### src/rtl/ictm_pkg.sv
package ictm_pkg;
  localparam int OFF_W = 12;
  localparam int CNT_W = 13;
  localparam int SEC_W = 7;
  localparam int CT_W  = OFF_W + CNT_W + SEC_W;
  localparam int BT_LO = SEC_W - 1;          // stored bus time keeps bits [31:6]
  localparam int BT_HW = CT_W - BT_LO;

  localparam int EV_N      = 2;
  localparam int EV_SEC64  = 0;
  localparam int EV_REWR   = 1;

  typedef struct packed {
    logic [SEC_W-1:0] sec;
    logic [CNT_W-1:0] cnt;
    logic [OFF_W-1:0] off;
  } cyc_time_t;
endpackage

### src/rtl/ictm_digit.sv
module ictm_digit #(
  parameter int W     = 12,
  parameter int LIMIT = 3072
) (
  input  logic         clk_i,
  input  logic         rst_ni,
  input  logic         inc_i,
  input  logic         load_i,
  input  logic [W-1:0] load_val_i,
  output logic [W-1:0] q_o,
  output logic         carry_o
);
  localparam logic [W-1:0] TOP = W'(LIMIT - 1);

  logic [W-1:0] q_q;
  logic         at_top;

  assign at_top  = (q_q >= TOP);
  assign carry_o = inc_i & at_top & ~load_i;
  assign q_o     = q_q;

  always_ff @(posedge clk_i or negedge rst_ni) begin
    if (!rst_ni)      q_q <= '0;
    else if (load_i)  q_q <= load_val_i;
    else if (inc_i)   q_q <= at_top ? '0 : q_q + 1'b1;
  end

  a_r3_digit_step: assert property (@(posedge clk_i) disable iff (!rst_ni)
    inc_i && !load_i && !at_top |=> q_q == $past(q_q) + W'(1));
  a_r3_digit_wrap: assert property (@(posedge clk_i) disable iff (!rst_ni)
    carry_o |=> q_q == '0);
  a_r5_digit_load: assert property (@(posedge clk_i) disable iff (!rst_ni)
    load_i |=> q_q == $past(load_val_i));
  a_r2_digit_hold: assert property (@(posedge clk_i) disable iff (!rst_ni)
    !inc_i && !load_i |=> $stable(q_q));
endmodule

### src/rtl/ictm_bus_time.sv
module ictm_bus_time
  import ictm_pkg::*;
(
  input  logic              clk_i,
  input  logic              rst_ni,
  input  logic [SEC_W-1:0]  sec_i,
  input  logic              init_i,
  input  logic [BT_HW-1:0]  init_hi_i,
  input  logic              wr_i,
  input  logic [BT_HW-2:0]  wdata_hi_i,
  output logic [CT_W-1:0]   bus_time_o
);
  logic [BT_HW-1:0] hi_q;
  logic [BT_HW-1:0] hi_adj;
  logic             msb_moved;

  // hi_q[0] mirrors the seconds MSB seen at the last update
  assign msb_moved  = hi_q[0] ^ sec_i[SEC_W-1];
  assign hi_adj     = hi_q + BT_HW'(msb_moved);
  assign bus_time_o = {hi_adj, {BT_LO{1'b0}}} | CT_W'(sec_i);

  always_ff @(posedge clk_i or negedge rst_ni) begin
    if (!rst_ni)      hi_q <= '0;
    else if (init_i)  hi_q <= init_hi_i;
    else if (wr_i)    hi_q <= {wdata_hi_i, hi_adj[0]};
    else              hi_q <= hi_adj;
  end

  a_r6_low_mirror: assert property (@(posedge clk_i) disable iff (!rst_ni)
    bus_time_o[SEC_W-1:0] == sec_i);
  a_r6_carry: assert property (@(posedge clk_i) disable iff (!rst_ni)
    (hi_q[0] != sec_i[SEC_W-1]) && !wr_i && !init_i |=> hi_q == $past(hi_q) + 1'b1);
  a_r7_write_upper: assert property (@(posedge clk_i) disable iff (!rst_ni)
    wr_i && !init_i |=> hi_q[BT_HW-1:1] == $past(wdata_hi_i));
  a_r8_init_load: assert property (@(posedge clk_i) disable iff (!rst_ni)
    init_i |=> hi_q == $past(init_hi_i));
endmodule

### src/rtl/ictm_events.sv
module ictm_events
  import ictm_pkg::*;
(
  input  logic            clk_i,
  input  logic            rst_ni,
  input  logic [EV_N-1:0] set_i,
  input  logic [EV_N-1:0] clr_i,
  input  logic [EV_N-1:0] en_i,
  output logic [EV_N-1:0] flags_o,
  output logic            irq_o
);
  logic [EV_N-1:0] flag_q;

  for (genvar i = 0; i < EV_N; i++) begin : g_flag
    always_ff @(posedge clk_i or negedge rst_ni) begin
      if (!rst_ni)        flag_q[i] <= 1'b0;
      else if (set_i[i])  flag_q[i] <= 1'b1;   // set beats clear
      else if (clr_i[i])  flag_q[i] <= 1'b0;
    end
  end

  assign flags_o = flag_q;
  assign irq_o   = |(flag_q & en_i);

  a_r9_set_wins: assert property (@(posedge clk_i) disable iff (!rst_ni)
    |set_i |=> (flag_q & $past(set_i)) == $past(set_i));
  a_r9_sticky: assert property (@(posedge clk_i) disable iff (!rst_ni)
    |flag_q |=> (flag_q & $past(flag_q & ~clr_i)) == $past(flag_q & ~clr_i));
  a_r9_no_spurious: assert property (@(posedge clk_i) disable iff (!rst_ni)
    set_i == '0 |=> (flag_q & ~$past(flag_q)) == '0);
endmodule

### src/rtl/iso_cycle_clock.sv
module iso_cycle_clock
  import ictm_pkg::*;
#(
  parameter int OFF_LIMIT = 3072,
  parameter int CNT_LIMIT = 8000,
  parameter int SEC_LIMIT = 1 << SEC_W
) (
  input  logic            clk_i,
  input  logic            rst_ni,
  input  logic            tick_i,
  input  logic            run_en_i,
  input  logic            init_i,
  input  logic [CT_W-1:0] init_secs_i,
  input  logic            ct_wr_i,
  input  logic [CT_W-1:0] ct_wdata_i,
  input  logic            bt_wr_i,
  input  logic [CT_W-1:0] bt_wdata_i,
  input  logic [EV_N-1:0] ev_clr_i,
  input  logic [EV_N-1:0] ev_en_i,
  output logic [CT_W-1:0] cycle_time_o,
  output logic [CT_W-1:0] bus_time_o,
  output logic [EV_N-1:0] ev_flags_o,
  output logic            irq_o
);
  cyc_time_t       ld_val, ct;
  logic            load, adv;
  logic            c_off, c_cnt, sec_wrap;
  logic [EV_N-1:0] ev_set;
  logic            unused_bt_lo;

  assign unused_bt_lo = ^bt_wdata_i[SEC_W-1:0];

  // init has priority over a host write, both over a tick
  assign load   = init_i | ct_wr_i;
  assign ld_val = init_i ? cyc_time_t'({init_secs_i[SEC_W-1:0], {(CNT_W+OFF_W){1'b0}}})
                         : cyc_time_t'(ct_wdata_i);
  assign adv    = tick_i & run_en_i;

  ictm_digit #(.W(OFF_W), .LIMIT(OFF_LIMIT)) i_off (
    .clk_i, .rst_ni, .inc_i(adv), .load_i(load), .load_val_i(ld_val.off),
    .q_o(ct.off), .carry_o(c_off));

  ictm_digit #(.W(CNT_W), .LIMIT(CNT_LIMIT)) i_cnt (
    .clk_i, .rst_ni, .inc_i(c_off), .load_i(load), .load_val_i(ld_val.cnt),
    .q_o(ct.cnt), .carry_o(c_cnt));

  ictm_digit #(.W(SEC_W), .LIMIT(SEC_LIMIT)) i_sec (
    .clk_i, .rst_ni, .inc_i(c_cnt), .load_i(load), .load_val_i(ld_val.sec),
    .q_o(ct.sec), .carry_o(sec_wrap));

  assign cycle_time_o = ct;

  ictm_bus_time i_bt (
    .clk_i, .rst_ni,
    .sec_i      (ct.sec),
    .init_i     (init_i),
    .init_hi_i  (init_secs_i[CT_W-1:BT_LO]),
    .wr_i       (bt_wr_i),
    .wdata_hi_i (bt_wdata_i[CT_W-1:SEC_W]),
    .bus_time_o (bus_time_o));

  always_comb begin
    ev_set           = '0;
    ev_set[EV_SEC64] = sec_wrap;
    ev_set[EV_REWR]  = ct_wr_i & ~init_i;
  end

  ictm_events i_ev (
    .clk_i, .rst_ni,
    .set_i   (ev_set),
    .clr_i   (ev_clr_i),
    .en_i    (ev_en_i),
    .flags_o (ev_flags_o),
    .irq_o   (irq_o));

  a_r4_wrap_flag: assert property (@(posedge clk_i) disable iff (!rst_ni)
    sec_wrap |=> ev_flags_o[EV_SEC64] && cycle_time_o == '0);
  a_r5_write_wins: assert property (@(posedge clk_i) disable iff (!rst_ni)
    ct_wr_i && !init_i |=> cycle_time_o == $past(ct_wdata_i) && ev_flags_o[EV_REWR]);
  a_r2_run_gate: assert property (@(posedge clk_i) disable iff (!rst_ni)
    !run_en_i && !load |=> $stable(cycle_time_o));
  a_r10_irq_gate: assert property (@(posedge clk_i) disable iff (!rst_ni)
    irq_o |-> (ev_flags_o & ev_en_i) != '0);
endmodule

### config.mk
export PLATFORM = sky130hd
export DESIGN_NAME = iso_cycle_clock
export DESIGN_NICKNAME = d
export VERILOG_FILES = /design/src/rtl/ictm_pkg.sv /design/src/rtl/ictm_digit.sv /design/src/rtl/ictm_bus_time.sv /design/src/rtl/ictm_events.sv /design/src/rtl/iso_cycle_clock.sv
export SDC_FILE = /design/constraint.sdc
export NUM_CORES = 1
export LEC_CHECK = 0
export ABC_AREA = 1
export BUFFER_PORTS_ARGS = -buffer_cell sky130_fd_sc_hd__buf_4
export CAP_MARGIN = 5
export CORE_AREA = 10 10 110 132
export CTS_BUF_LIST = sky130_fd_sc_hd__clkbuf_16
export CTS_CLUSTER_SIZE = 24
export DETAILED_ROUTE_END_ITERATION = 6
export DIE_AREA = 0 0 120 142
export GPL_TIMING_DRIVEN = 0
export MAX_ROUTING_LAYER = met4
export PLACE_DENSITY = 0.66
export SYNTH_ARGS = -nofsm -noshare
export SYNTH_HDL_FRONTEND = slang
export SYNTH_SLANG_ARGS = --single-unit
export TNS_END_PERCENT = 5
### constraint.sdc
create_clock -name clk_i -period 3.4 [get_ports clk_i]
set_clock_uncertainty 0.05 [all_clocks]
set_input_delay 0.34 -clock clk_i [delete_from_list [all_inputs] [get_ports clk_i]]
set_output_delay 0.34 -clock clk_i [all_outputs]
set_load 0.02 [all_outputs]
Word-level counts from Yosys, hierarchy flattened
Index checks and enable logic that the tools add are counted.
Cells by class
  bitwise gates (word level): 14
  muxes and demuxes: 16
  magnitude comparators: 3
  reductions and logical operators: 6
  add/subtract/negate cells: 4
Operators by type and width (count)
  two-way mux 26 bit: 2
  two-way mux 13 bit: 3
  two-way mux 12 bit: 3
  two-way mux 32 bit: 1
  OR 32 x 7 -> 32 bit: 1
  adder 26 x 1 -> 26 bit: 1
  two-way mux 7 bit: 3
  adder 13 x 1 -> 13 bit (second input constant): 1
  >= comparator 13 bit (second input constant): 1
  adder 12 x 1 -> 12 bit (second input constant): 1
  >= comparator 12 bit (second input constant): 1
  nonzero test 2 bit: 5
  bitwise AND 1 bit: 8
  adder 7 x 1 -> 7 bit (second input constant): 1
  >= comparator 7 bit (second input constant): 1
  two-way mux 1 bit: 4
  bitwise AND 2 bit: 1
  inverter 1 bit: 2
  OR reduction 2 bit: 1
  OR 1 bit: 1
  bitwise XOR 1 bit: 1
Storage, ports and cells
  input port bits: 107
  output and inout bits: 67
  bits in registers: 60
  logic and storage cells: 49

Longest topological paths before layout
Gate-level depths: netlist of run 1.
  depth after elaboration: 8
  mapped depth: 12
  gate-level depth less buffers: 12

By module
From an unflattened synthesis of run 1, not the netlist that was laid out.
Unflattened totals
  cells, all modules: 729
  area, all modules: 4770.8 µm²
Modules (own cells, without submodules)
  ictm_bus_time: sequential area each 650.6 µm², times used 1, cells an instance 328, area an instance 2117.0 µm²
  ictm_digit at i_cnt: sequential area each 325.3 µm², times used 1, cells an instance 128, area an instance 904.6 µm²
  ictm_digit at i_off: sequential area each 300.3 µm², times used 1, cells an instance 117, area an instance 844.6 µm²
  ictm_digit at i_sec: sequential area each 175.2 µm², times used 1, cells an instance 62, area an instance 474.2 µm²
  iso_cycle_clock: sequential area each 0.0 µm², times used 1, cells an instance 81, area an instance 339.1 µm²
  ictm_events: sequential area each 50.0 µm², times used 1, cells an instance 13, area an instance 91.3 µm²

Worst setup path before layout of run 1
OpenSTA, ideal clock, no wires.
  kind: reg2out
  from: register i_sec.q_q[6] (netlist: i_sec.q_o[6])
  to: output bus_time_o[18]
  slack: 1.186 ns
  stages on the path, launching flop included: 9
  arrival: 1.824 ns
  path through: dfrtp_1 -> inv_1 -> ha_1 -> ha_1 -> nand2_1 -> nor2_1 -> nand2_1 -> nor2_2 -> xor2_1
Between the ends
  cells in the longest elaborated chain, start to end: 3
Ends and longest elaborated chain
  from (decl): RTL line ictm_digit.sv:15  | logic [W-1:0] q_q;
  from (signal assigned): RTL line ictm_digit.sv:24  | else if (load_i) q_q <= load_val_i;
  from (signal assigned): RTL line ictm_digit.sv:25  | else if (inc_i) q_q <= at_top ? '0 : q_q + 1'b1;
  bitwise XOR 1 bit: RTL line ictm_bus_time.sv:18  | assign msb_moved = hi_q[0] ^ sec_i[SEC_W-1];
  adder 26 x 1 -> 26 bit: RTL line ictm_bus_time.sv:19  | assign hi_adj = hi_q + BT_HW'(msb_moved);
  OR 32 x 7 -> 32 bit: RTL line ictm_bus_time.sv:20  | assign bus_time_o = {hi_adj, {BT_LO{1'b0}}} | CT_W'(sec_i);
  to (decl): RTL line iso_cycle_clock.sv:21  | output logic [CT_W-1:0] bus_time_o,
No other way between the ends.

Final worst setup path of run 1
Same ends and word-level chain as after synthesis.

==> flow_metrics.env, run 1 <==
export IMPL_die_area_um2=17040
export IMPL_outcome="complete, no violations"
export IMPL_post_route_util=0.5359
export IMPL_irDropWorstVdd_uv=262.9
export IMPL_antenna_left=0
export IMPL_ys_top_cells_by_count="nand2_1 (249), nor2_1 (131), inv_1 (69)"
export IMPL_leakage_nw=3.397
export IMPL_die_width_um=120
export IMPL_hold_viol=0
export IMPL_fillers=1255
export IMPL_sw_frac_of_total=0.3527
export IMPL_reg2reg_slack_ns=1.11
export IMPL_required_ns=3.01
export IMPL_min_period_ns=2.860
export IMPL_fin_tns_setup_ns=0
export IMPL_synth_top_cell_area_share=0.3201
export IMPL_dp_cells=1066
export IMPL_ctsHoldBuffers=0
export IMPL_vias=5191
export IMPL_clkSinkCount=60
export IMPL_hp_class="input pin to asynchronous set/reset pin"
export IMPL_postCtsSetupRepairBufs=0
export IMPL_path_clk_slew_ns=0.05
export IMPL_worstPathCellList="inv_1, ha_1, ha_1, nand2_1, nor2_1, nand2_1, nor2_2, xor2_1, buf_4"
export IMPL_cp_arrival_ns=2.47
export IMPL_cts_tree="done"
export IMPL_h_tree_depth=3
export IMPL_critPathLaunchType="register"
export IMPL_endpoint="bus_time_o[18]"
export IMPL_end_kind="primary output"
export IMPL_seqPwrFrac=0.339
export IMPL_timing_rr_end="i_bt.hi_q[20]"
export IMPL_r2r_start="i_sec.q_o[6]"
export IMPL_cap_violations=0
export IMPL_synth_edff_count=0
export IMPL_firstDrtPassIters=5
export IMPL_power_density_nw_per_um2=420.9
export IMPL_routabilityCongestion=0.9104
export IMPL_drt_iter0_drc=256
export IMPL_syn_num_nets=852
export IMPL_overflow=0
export IMPL_yosys_top_cells_area="dfrtp_1 (32%), nand2_1 (20%), nor2_1 (10%)"
export IMPL_clockRootBuffer="clkbuf_16"
export IMPL_switching_power_uw=950.6
export IMPL_clk_latency_ns=0.33
export IMPL_worstSetupPathType="register to primary output"
export IMPL_relSlewSlack=0.4537
export IMPL_portBuffers=165
export IMPL_antennaDiodeCount=0
export IMPL_synth_warnings=0
export IMPL_async_flop_share=1.000
export IMPL_cts_path_max_buffers=2
export IMPL_whs_ns=0.05451
export IMPL_grt_max_degree=61
export IMPL_yosysMostFrequentCell="nand2_1"
export IMPL_combPwrFrac=0.343
export IMPL_synth_seq_cells=60
export IMPL_dp_hpwl_um=12670
export IMPL_crit_slowest_cell="dfrtp_1"
export IMPL_viasPerCell=4.806
export IMPL_tightestPinTransition_ns=0.8194
export IMPL_grt_setup_unrepaired="false"
export IMPL_core_rowCount=44
export IMPL_layoutNonFillerInstCount=1080
export IMPL_wire_per_inst_um=14.91
export IMPL_drive_gt1_frac=0.2448
export IMPL_ys_flop_type="dfrtp_1"
export IMPL_final_setup_viol_count=0
export IMPL_syn_area_um2=4691
export IMPL_start_util=0.3926
export IMPL_cts_inserted_buffers=9
export IMPL_power_frac_clock=0.318
export IMPL_synthCells=740
export IMPL_dieHeight_um=142
export IMPL_startpoint="i_sec.q_o[6]"
export IMPL_grt_pass1_vias=5221
export IMPL_nets=1028
export IMPL_synth_top_cell_by_area="dfrtp_1"
export IMPL_synth_avg_cell_area_um2=6.339
export IMPL_core_um2=11950
export IMPL_internal_power_mw=1.744
export IMPL_fin_crit_sh=0.8411
export IMPL_grt_pass1_wl_um=25610
export IMPL_synth_cell_types=39
export IMPL_num_io_pins=174
export IMPL_drv_slew=0
export IMPL_fmax_mhz=349.7
export IMPL_max_stage_delay_ns=0.41
export IMPL_r2r_cells=12
export IMPL_antenna_found_initial=0
export IMPL_power_mw=2.695
export IMPL_cts_resized_gates=0
export IMPL_route_detailed_drc=0
export IMPL_cp_max_fo=5
export IMPL_grt_total_usage=0.1913
export IMPL_wl_um=16100
export IMPL_area_delta_synth_final_pct=36.49
export IMPL_yosysSeqAreaShare=0.3201
[power by group through the flow]
stage	registers (mW)	logic [mW]	clock network (mW)
final	0.915	0.924	0.857
after global routing	0.931	1.02	0.901
after CTS	0.914	0.936	0.879
after detailed placement	0.924	0.933	0
after global placement	0.924	0.928	0
after floorplan	0.959	0.486	0
[final cells by class]
class | instances | area [um^2] | area share
inverter | 72 | 275.3 | 0.04299
timing repair buffer | 165 | 1239 | 0.1935
multi-input combinational | 582 | 2756 | 0.4305
sequential | 60 | 1501 | 0.2345
clock inverter | 5 | 46.29 | 0.007231
buffer | 26 | 157.7 | 0.02462
clock buffer | 9 | 225.2 | 0.03518
tap | 161 | 201.4 | 0.03146
[sequential cells by signal, summed over array words and instances, names as in the netlist]
name          flops
i_sec.q_o         7
i_off.q_o        12
i_ev.flags_o      2
i_cnt.q_o        13
i_bt.hi_q        26
[cells by family (layout without fill, tap and decap cells)]
group	Yosys count	after routing	share of synthesized area
compound gates	75	75	0.09283
xor+xnor	18	18	0.03361
fa+ha+maj	5	5	0.01334
buf+inv	98	277	0.09229
flops	60	60	0.3201
simple gates	484	484	0.4479
[layout by cell type, fill, tap and decap left out, types with 5 or more instances in the layout]
master	synthesis	layout
a21oi_1	30	30
clkbuf_16	0	9
nand3b_1	10	10
nand2_2	6	6
nor2_1	131	131
a22oi_1	6	6
xor2_1	14	14
nand3_1	53	53
dfrtp_1	60	60
nor2_2	9	9
o21ai_0	21	21
nand4_1	8	8
o21ai_1	5	5
buf_2	5	5
ha_1	5	5
clkbuf_1	8	8
buf_4	6	171
o21bai_1	5	5
inv_1	69	70
nand2_1	249	249
[per-layer routing]
layer / track usage / up-vias / share of wire
met3: 0.03811 / 16 / 0.063
met2: 0.3193 / 174 / 0.49
met5: - / - / 0
met1: 0.2242 / 2314 / 0.43
li1: - / 2687 / -
met4: 0.06870 / 0 / 0.017
[per-stage QoR]
step                cell area [um^2]  setup WS [ns]
floorplan                       4691          1.186
global route                    6402         0.4023
detailed placement              6131         0.8908
global placement                6131         0.8815
finish                          6402         0.5404
CTS                             6402         0.5200
[worst max-delay path, delay by kind of cell (launching register included)]
kind,cells,cell delay (ns)
and+or+nand+nor,4,0.60
adders and majority gates,2,0.48
DFF,1,0.41
buffers and inverters,2,0.36
xor gates and xnor gates,1,0.28
[worst min-delay path by stage]
stage | endpoint | slack [ns] | startpoint | depth (start not counted)
floorplan | i_bt.hi_q[0] | -0.006 | rst_ni | 0
global placement | i_bt.hi_q[5] | 0.45 | rst_ni | 1
detailed placement | i_bt.hi_q[7] | 0.44 | rst_ni | 1
CTS | i_bt.hi_q[7] | 0.09 | rst_ni | 1
global route | i_bt.hi_q[6] | 0.12 | rst_ni | 1
finish | i_bt.hi_q[7] | 0.05 | rst_ni | 1
Power figures use the tool's default switching activity.
==> run 2: changes to the inputs <==
==> constraint.sdc (replaced) <==
create_clock -name clk_i -period 2.67 [get_ports clk_i]
set_clock_uncertainty 0.05 [all_clocks]
set_input_delay 0.267 -clock clk_i [delete_from_list [all_inputs] [get_ports clk_i]]
set_output_delay 0.267 -clock clk_i [all_outputs]
set_load 0.02 [all_outputs]
==> run 2 against run 1 <==
Against the previous run: the flow now finishes with violations (negative hold slack); combinational power is 29% higher; via count rose by 0.42%; sequential cell count is the same; hold slack lost 0.068 ns.
==> flow_metrics.env, run 2 (synthesized netlist as in run 1, its figures left out) <==
export IMPL_cap_violations=0
export IMPL_layout_commonest_cell="nand2_1"
export IMPL_core_um2=11950
export IMPL_required_ns=2.35
export IMPL_min_period_ns=2.540
export IMPL_route_detailed_drc=0
export IMPL_drv_slew=0
export IMPL_portBuffers=165
export IMPL_hp_class="input pin to asynchronous set/reset pin"
export IMPL_antennaDiodeCount=0
export IMPL_path_clk_slew_ns=0.05
export IMPL_dp_hpwl_um=12670
export IMPL_cts_inserted_buffers=9
export IMPL_outcome="complete, but fails checks"
export IMPL_ctsHoldBuffers=0
export IMPL_viasPerCell=4.822
export IMPL_critPathLaunchType="register"
export IMPL_area_delta_synth_final_pct=37.50
export IMPL_crit_slowest_cell="dfrtp_1"
export IMPL_clockRootBuffer="clkbuf_16"
export IMPL_irDropWorstVdd_uv=335.8
export IMPL_drive_gt1_frac=0.2533
export IMPL_crit_family="simple AND/OR/NAND/NOR gates"
export IMPL_core_rowCount=44
export IMPL_die_width_um=120
export IMPL_fin_crit_sh=0.9515
export IMPL_drt_iter0_drc=225
export IMPL_wl_um=16190
export IMPL_end_kind="primary output"
export IMPL_critical_path_buf_inv_count=2
export IMPL_firstDrtPassIters=5
export IMPL_grt_total_usage=0.1923
export IMPL_leakage_nw=3.399
export IMPL_fillers=1255
export IMPL_final_setup_viol_count=0
export IMPL_grt_pass1_vias=5238
export IMPL_overflow=0
export IMPL_clk_latency_ns=0.33
export IMPL_h_tree_depth=3
export IMPL_whs_ns=-0.01352
export IMPL_power_density_nw_per_um2=534.7
export IMPL_largest_register_ff_count=26
export IMPL_num_io_pins=174
export IMPL_relSlewSlack=0.4465
export IMPL_layout_common_cells="nand2_1 (248), buf_4 (172), nor2_1 (130)"
export IMPL_top_register="i_bt.hi_q"
export IMPL_fmax_mhz=393.6
export IMPL_cts_tree="done"
export IMPL_vias=5213
export IMPL_hold_viol=9
export IMPL_clkSinkCount=60
export IMPL_tightestPinTransition_ns=0.8302
export IMPL_antenna_left=0
export IMPL_wire_per_inst_um=14.98
export IMPL_nets=1029
export IMPL_cp_max_fo=5
export IMPL_crit_top_cell="ha_2"
export IMPL_antenna_found_initial=0
export IMPL_worstSetupPathType="register to primary output"
export IMPL_die_area_um2=17040
export IMPL_worstPathCellList="inv_2, ha_2, ha_2, nand2_1, nor2_2, nand2_2, nor2_4, xor2_2, buf_4"
export IMPL_grt_max_degree=61
export IMPL_dieHeight_um=142
export IMPL_cts_path_max_buffers=2
export IMPL_grt_pass1_wl_um=25710
export IMPL_start_util=0.3926
export IMPL_violations="negative hold slack"
export IMPL_cp_arrival_ns=2.22
export IMPL_routabilityCongestion=0.9104
export IMPL_max_stage_delay_ns=0.42
export IMPL_fin_tns_setup_ns=0
export IMPL_reg2reg_slack_ns=0.55
run 2: cell types whose count changed in the layout (fill, tap and decap cells not counted), sizes merged:
| cell | previous run | this run |
|---|---|---|
| buf | 183 | 184 |
run 2: layer usage:
layer | GRT usage | share of wire | up-vias
met2 | 0.3222 | 0.49 | 159
li1 | - | - | 2686
met1 | 0.2250 | 0.43 | 2352
met3 | 0.03732 | 0.058 | 16
met4 | 0.06870 | 0.017 | 0
met5 | - | 0 | -
run 2: what timing repair did:
item / CTS / global route
endpoints found under the hold margin: 0 / 0
pin swaps: 0 / 2
endpoints found under the setup margin: 6 / 8
resized for setup: 6 / 4
buffers inserted: 0 / 1
run 2: worst paths after layout:
path | from | endpoint | depth (start not counted)
worst min register to register | i_off.q_o[1] | i_off.q_o[1] | 2
min in group clk_i | ev_clr_i[0] | i_ev.flags_o[0] | 2
worst max register to register | i_sec.q_o[6] | i_bt.hi_q[20] | 12
worst max-delay path | i_sec.q_o[6] | bus_time_o[16] | 9
max in group asynchronous | rst_ni | i_sec.q_o[0] | 1
worst min-delay path | rst_ni | i_bt.hi_q[7] | 1
run 2: cell type report:
class,count,area (um^2),area share
multi-input cells,582,2796,0.4336
flip-flops and latches,60,1501,0.2328
repair buffers,166,1246,0.1932
inverters,72,275.3,0.04268
clock buffers,9,225.2,0.03492
well taps,161,201.4,0.03123
plain buffers,26,157.7,0.02444
clock inverters,5,46.29,0.007177
run 2: worst register-to-register path, cell delays in order, from the launching register on:
cell,delay [ns]
dfrtp_1,0.42
inv_2,0.12
ha_2,0.22
ha_2,0.21
nand2_1,0.07
nor2_2,0.10
nand2_2,0.15
nor2_4,0.19
nand2_1,0.07
nand2_1,0.07
nand2_1,0.09
o21ai_0,0.15
nand2_1,0.09
run 2: stage by stage:
stage / worst slack, ns / cells / total power, mW / util / cell area, um^2
floorplan: 0.5290 / 740 / 1.839 / - / 4691
detailed placement: 0.2338 / 1066 / 2.364 / 0.5132 / 6131
global placement: 0.2245 / 1066 / 2.358 / 0.5132 / 6131
finish: 0.1296 / 1081 / 3.449 / 0.5399 / 6450
global route: -0.01239 / 1081 / 3.646 / 0.5399 / 6450
CTS: 0.02568 / 1080 / 3.481 / 0.5386 / 6435
run 2: power by group:
part	switching, mW	total, mW	internal [mW]	leakage [nW]
Sequential	0.147	1.17	1.02	0.740
Combinational	0.678	1.19	0.510	2.52
Clock	0.396	1.10	0.699	0.137
